$ cat config.mk
export PLATFORM = sky130hd
export DESIGN_NAME = shadow_ctl_bank
export DESIGN_NICKNAME = d
export VERILOG_FILES = /design/src/rtl/shadow_ctl_pkg.sv /design/src/rtl/shadow_ctl_cell.sv /design/src/rtl/shadow_ctl_decode.sv /design/src/rtl/shadow_ctl_rsp.sv /design/src/rtl/shadow_ctl_bank.sv
export SDC_FILE = /design/constraint.sdc
export NUM_CORES = 1
export LEC_CHECK = 0
export ABC_AREA = 1
export BUFFER_PORTS_ARGS = -buffer_cell sky130_fd_sc_hd__buf_2
export CAP_MARGIN = 5
export CORE_MARGIN = 2
export CORE_UTILIZATION = 45
export CTS_BUF_LIST = sky130_fd_sc_hd__clkbuf_8
export CTS_CLUSTER_DIAMETER = 150
export DETAILED_ROUTE_END_ITERATION = 6
export PLACE_DENSITY = 0.65
export REMOVE_ABC_BUFFERS = 1
export SETUP_SLACK_MARGIN = 0.2
export SYNTH_ARGS = -nofsm -noshare
export SYNTH_HDL_FRONTEND = slang
export SYNTH_SLANG_ARGS = --single-unit
$ cat constraint.sdc
create_clock -name clk -period 2.1 [get_ports clk]
set_input_delay 0.42 -clock clk [delete_from_list [all_inputs] [get_ports clk]]
set_output_delay 0.42 -clock clk [all_outputs]
set_load 0.01 [all_outputs]
$ cat src/rtl/shadow_ctl_pkg.sv
package shadow_ctl_pkg;
  // slot index of the configuration register holding the mode bit
  localparam int unsigned CFG_SLOT = 0;

  // the auxiliary single-copy register sits just after the shadowed slots
  function automatic int unsigned aux_slot(input int unsigned n_shadow);
    return n_shadow + 1;
  endfunction
endpackage

$ cat src/rtl/shadow_ctl_cell.sv
module shadow_ctl_cell #(
  parameter int unsigned DATA_W = 8
) (
  input  logic              clk,
  input  logic              rst_n,
  input  logic              wr_work,
  input  logic              wr_keep,
  input  logic              reload,
  input  logic [DATA_W-1:0] wdata,
  output logic [DATA_W-1:0] work_q,
  output logic [DATA_W-1:0] keep_q
);
  // retained copy: not cleared by power-on reset
  always_ff @(posedge clk) begin
    if (wr_keep) keep_q <= wdata;
  end

  // working copy: cleared by reset, reloaded from the retained copy
  always_ff @(posedge clk or negedge rst_n) begin
    if (!rst_n)       work_q <= '0;
    else if (reload)  work_q <= keep_q;
    else if (wr_work) work_q <= wdata;
  end
endmodule

$ cat src/rtl/shadow_ctl_decode.sv
module shadow_ctl_decode #(
  parameter int unsigned ADDR_W     = 3,
  parameter int unsigned NUM_SHADOW = 4
) (
  input  logic                  fire,
  input  logic                  is_wr,
  input  logic [ADDR_W-1:0]     addr,
  input  logic                  wp_n,
  input  logic                  mode_q,
  output logic                  cfg_we,
  output logic                  aux_we,
  output logic [NUM_SHADOW-1:0] work_we,
  output logic [NUM_SHADOW-1:0] keep_we,
  output logic                  reload
);
  import shadow_ctl_pkg::*;
  localparam int unsigned AUX_SLOT = aux_slot(NUM_SHADOW);

  logic wr_ok;
  assign wr_ok  = fire && is_wr && wp_n;
  assign cfg_we = wr_ok && (addr == ADDR_W'(CFG_SLOT));
  assign aux_we = wr_ok && (addr == ADDR_W'(AUX_SLOT));
  // the mode tested here is the value held before this write lands
  assign reload = (cfg_we || aux_we) && !mode_q;

  for (genvar k = 0; k < NUM_SHADOW; k++) begin : g_slot
    assign work_we[k] = wr_ok && (addr == ADDR_W'(k + 1));
    assign keep_we[k] = work_we[k] && mode_q;
  end
endmodule

$ cat src/rtl/shadow_ctl_rsp.sv
module shadow_ctl_rsp #(
  parameter int unsigned DATA_W = 8
) (
  input  logic              clk,
  input  logic              rst_n,
  input  logic              load,
  input  logic [DATA_W-1:0] ld_data,
  input  logic              rsp_ready,
  output logic              rsp_valid,
  output logic [DATA_W-1:0] rsp_data,
  output logic              stalled
);
  always_ff @(posedge clk or negedge rst_n) begin
    if (!rst_n) begin
      rsp_valid <= 1'b0;
      rsp_data  <= '0;
    end else if (load) begin
      rsp_valid <= 1'b1;
      rsp_data  <= ld_data;
    end else if (rsp_ready) begin
      rsp_valid <= 1'b0;
    end
  end

  assign stalled = rsp_valid && !rsp_ready;
endmodule

$ cat src/rtl/shadow_ctl_bank.sv
module shadow_ctl_bank #(
  parameter int unsigned DATA_W     = 8,
  parameter int unsigned ADDR_W     = 3,
  parameter int unsigned NUM_SHADOW = 4,
  parameter int unsigned MODE_BIT   = 0
) (
  input  logic                         clk,
  input  logic                         rst_n,
  input  logic                         wp_n,
  input  logic                         req_valid,
  output logic                         req_ready,
  input  logic                         req_write,
  input  logic [ADDR_W-1:0]            req_addr,
  input  logic [DATA_W-1:0]            req_wdata,
  output logic                         rsp_valid,
  input  logic                         rsp_ready,
  output logic [DATA_W-1:0]            rsp_data,
  output logic [NUM_SHADOW*DATA_W-1:0] work_o
);
  import shadow_ctl_pkg::*;
  localparam int unsigned AUX_SLOT = aux_slot(NUM_SHADOW);
  localparam int unsigned FLAT_W   = NUM_SHADOW * DATA_W;

  logic                  recall_q;
  logic [DATA_W-1:0]     cfg_q, aux_q, rd_data;
  logic [FLAT_W-1:0]     nv_flat;
  logic                  fire, stalled;
  logic                  cfg_we, aux_we, dec_reload;
  logic [NUM_SHADOW-1:0] work_we, keep_we;

  // one reload cycle follows every power-on reset
  always_ff @(posedge clk or negedge rst_n) begin
    if (!rst_n) recall_q <= 1'b1;
    else        recall_q <= 1'b0;
  end

  assign req_ready = !recall_q && !stalled;
  assign fire      = req_valid && req_ready;

  shadow_ctl_decode #(.ADDR_W(ADDR_W), .NUM_SHADOW(NUM_SHADOW)) dec_i (
    .fire    (fire),
    .is_wr   (req_write),
    .addr    (req_addr),
    .wp_n    (wp_n),
    .mode_q  (cfg_q[MODE_BIT]),
    .cfg_we  (cfg_we),
    .aux_we  (aux_we),
    .work_we (work_we),
    .keep_we (keep_we),
    .reload  (dec_reload)
  );

  always_ff @(posedge clk or negedge rst_n) begin
    if (!rst_n) begin
      cfg_q <= '0;
      aux_q <= '0;
    end else begin
      if (cfg_we) cfg_q <= req_wdata;
      if (aux_we) aux_q <= req_wdata;
    end
  end

  for (genvar k = 0; k < NUM_SHADOW; k++) begin : g_cell
    shadow_ctl_cell #(.DATA_W(DATA_W)) cell_i (
      .clk     (clk),
      .rst_n   (rst_n),
      .wr_work (work_we[k]),
      .wr_keep (keep_we[k]),
      .reload  (recall_q || dec_reload),
      .wdata   (req_wdata),
      .work_q  (work_o[k*DATA_W +: DATA_W]),
      .keep_q  (nv_flat[k*DATA_W +: DATA_W])
    );
  end

  // shadowed slots always read back their retained copy
  always_comb begin
    rd_data = '0;
    if (req_addr == ADDR_W'(CFG_SLOT)) rd_data = cfg_q;
    if (req_addr == ADDR_W'(AUX_SLOT)) rd_data = aux_q;
    for (int k = 0; k < int'(NUM_SHADOW); k++) begin
      if (req_addr == ADDR_W'(k + 1)) rd_data = nv_flat[k*DATA_W +: DATA_W];
    end
  end

  shadow_ctl_rsp #(.DATA_W(DATA_W)) rsp_i (
    .clk       (clk),
    .rst_n     (rst_n),
    .load      (fire && !req_write),
    .ld_data   (rd_data),
    .rsp_ready (rsp_ready),
    .rsp_valid (rsp_valid),
    .rsp_data  (rsp_data),
    .stalled   (stalled)
  );
endmodule

==> metrics <==
chip width 98.83 um; Setup CP Type reg -> reg; arrival time at the worst endpoint 1.72 ns; fin cells 588; Yosys top cell area share between 30% and 40%; WL/cell 16.92 um; post-synth top area cell dfrtp_1; Mapped Area about 4000 um^2; most common cell in the netlist nand2_1; status completed; H-tree levels 3; CP max stage delay 0.39 ns; clock transition at the registers of the reported paths 0.09 ns; Syn-to-layout area delta 14.47%; Leak ~0.0022 uW; worst rel slew slack 54.08%; Core Region just under 9000 um^2; Worst R2R End g_cell[2].cell_i.keep_q[2]; Crit-path slowest cell dfrtp_1; Clock Latency Late Sink 0.36 ns; # port buffers 58; diode count 0; placed instance count 572; CP required between 2 and 2.5 ns; Die Y-Extent 98.83 um; post-CTS resize count 0; Post-synth EDFFs 32; GRT overflow 0; nets@finish 492; syn avg cell area 9.727 um^2; first-pass GRT wire length 16270 um; clk sinks 90; Peak VDD IR 0.3488 mV; antenna-violating nets left 0; Cell Chain, Critical Path nand2_1 -> nand3_2 -> nor2_8 -> nand2_2 -> nor2_1 -> buf_4; ys flop type dfrtp_1; Final Skew 0.01011 ns; largest cells by area after synthesis dfrtp_1, edfxtp_1, nand4_1; Post-CTS Setup Bufs 0; Rows 34; Reg2Reg Setup Slack 0.45 ns; crit path time final approximately 1.7 ns; final hold violation count 0; CTS buffer count 9; Yosys reg bits 90; sequential element share of the synthesized area about three fifths; vias per cell 5.599; total track usage 21.49%; Sum Neg Setup Slack 0 ns; Async S/R FF share, synth around 64%; CTS Hold Bufs 0; Maximum Capacitance Violations 0; RSZ-0062 raised after global routing false; RePlAce Congestion 0.8338; fraction of layout cells with a size suffix above 1 roughly 22%; crit start category flip-flop; Tot Pwr between 3000 and 4000 uW; post-route cell area 4632 um^2; DR pass1 iterations 5; largest net degree at the start of global routing 66; Post-DP Area 4443 um^2; final setup fails 0; Synth warnings 0; critical path peak fanout 10; Post-Synthesis Cells 416; die area 9766 um^2; initial antenna violation count 0; slew at the pin closest to its max-slew limit 0.6888 ns; drt initial violations 286; CTS tree done; vias in the first global route between 3000 and 4000; worst r2r src rsp_i.rsp_valid; critical path capture point type flip-flop; via count 3292; overall routed net length between 9000 and 10000 um; drt drc 0; Final Cycle Share 78.74%; Hold WC Path Type in -> async; Final Slew Violations 0; Starting Density 46.40%; Register-to-Register Path Depth 6; DP HPWL 6846 um; CTS Buffer Depth 2; Root Driver clkbuf_8; P per Cell Area 755.9 nW/um^2; Peak Freq 0.6048 GHz; Top Ports 59; Synth top cells by count nand2_1, nand4_1, dfrtp_1; post-synth cell types 26
layout by cell type (no fill, tap or decap), drive strengths merged:
cell type  Yosys  final
nand2        119    119
buf           15     70
nand4         69     69
dfrtp         57     57
nand3         36     36
edfxtp        32     32
nor2          24     24
inv           21     24
o21ai         17     17
clkbuf         7     12
a21oi          9      9
a22oi          3      3
clkinv         2      2
nor3           1      1
or2            1      1
o211ai         1      1
clkinvlp       0      1
dfstp          1      1
conb           1      1
through the flow:
| step | hold WS [ns] | setup WS, ns | utilization (%) |
|---|---|---|---|
| finish | 0.1005 | 0.4464 | 53.11 |
| global route | 0.1459 | 0.2955 | 53.11 |
| CTS | 0.1133 | 0.4370 | 53.11 |
| detailed placement | 0.4616 | 0.3206 | 50.95 |
| global placement | 0.4580 | 0.3457 | 50.95 |
| floorplan | 0.1244 | -0.4189 | - |
cell type report:
type / instances / area [um^2]
clock buffers: 12 / 165.2
fillers: 797 / 4089
repair buffers: 70 / 417.9
flip-flops and latches: 90 / 2414
clock inverters: 4 / 23.77
multi-input cells: 281 / 1390
well taps: 108 / 135.1
inverters: 23 / 86.33
where the power goes:
part	switching, uW	internal, uW	total [uW]
logic	269	146	414
clock network	585	525	1110
registers	53.9	1920	1980
how the worst max path moves through the flow:
| stage | from | to | slack (ns) | depth (start not counted) |
|---|---|---|---|---|
| final | rsp_i.rsp_valid | g_cell[2].cell_i.keep_q[2] | 0.45 | 6 |
| after global routing | rsp_i.rsp_valid | cfg_q[4] | 0.30 | 5 |
| after CTS | rsp_i.rsp_valid | g_cell[2].cell_i.keep_q[2] | 0.44 | 6 |
| after detailed placement | rsp_ready | g_cell[2].cell_i.keep_q[5] | 0.32 | 8 |
| after global placement | rsp_ready | g_cell[2].cell_i.keep_q[5] | 0.35 | 8 |
| after floorplan | recall_q | g_cell[0].cell_i.work_q[0] | -0.42 | 7 |
layer usage:
metal	track usage, %	up-vias	share of wire [%]
li1	-	1578	-
met1	30.69	1615	45
met2	33.78	91	49
met3	3.475	8	4.7
met4	7.060	0	1.1
met5	0	-	0
registers in the layout, indices dropped and copies added, names as in the netlist:
register / count
rsp_i.rsp_valid: 1
g_cell.cell_i.keep_q: 32
g_cell.cell_i.work_q: 32
aux_q: 8
rsp_i.rsp_data: 8
recall_q: 1
cfg_q: 8
worst max-delay path, delay by kind of cell (launching register included):
kind                   cells  cell delay (ns)
and+or+nand+nor            5             0.79
DFF                        1             0.39
buffers and inverters      1             0.18
cell families (layout without fill, tap and decap cells):
family / count (synthesis) / count (layout) / synth area share, %
AO/OA/AOI/OAI: 30 / 30 / 4.298
buffers and inverters: 45 / 109 / 5.999
flip-flops: 90 / 90 / 59.65
other: 1 / 1 / 0.09268
AND/OR/NAND/NOR: 250 / 250 / 29.96
Power figures use the tool's default switching activity.
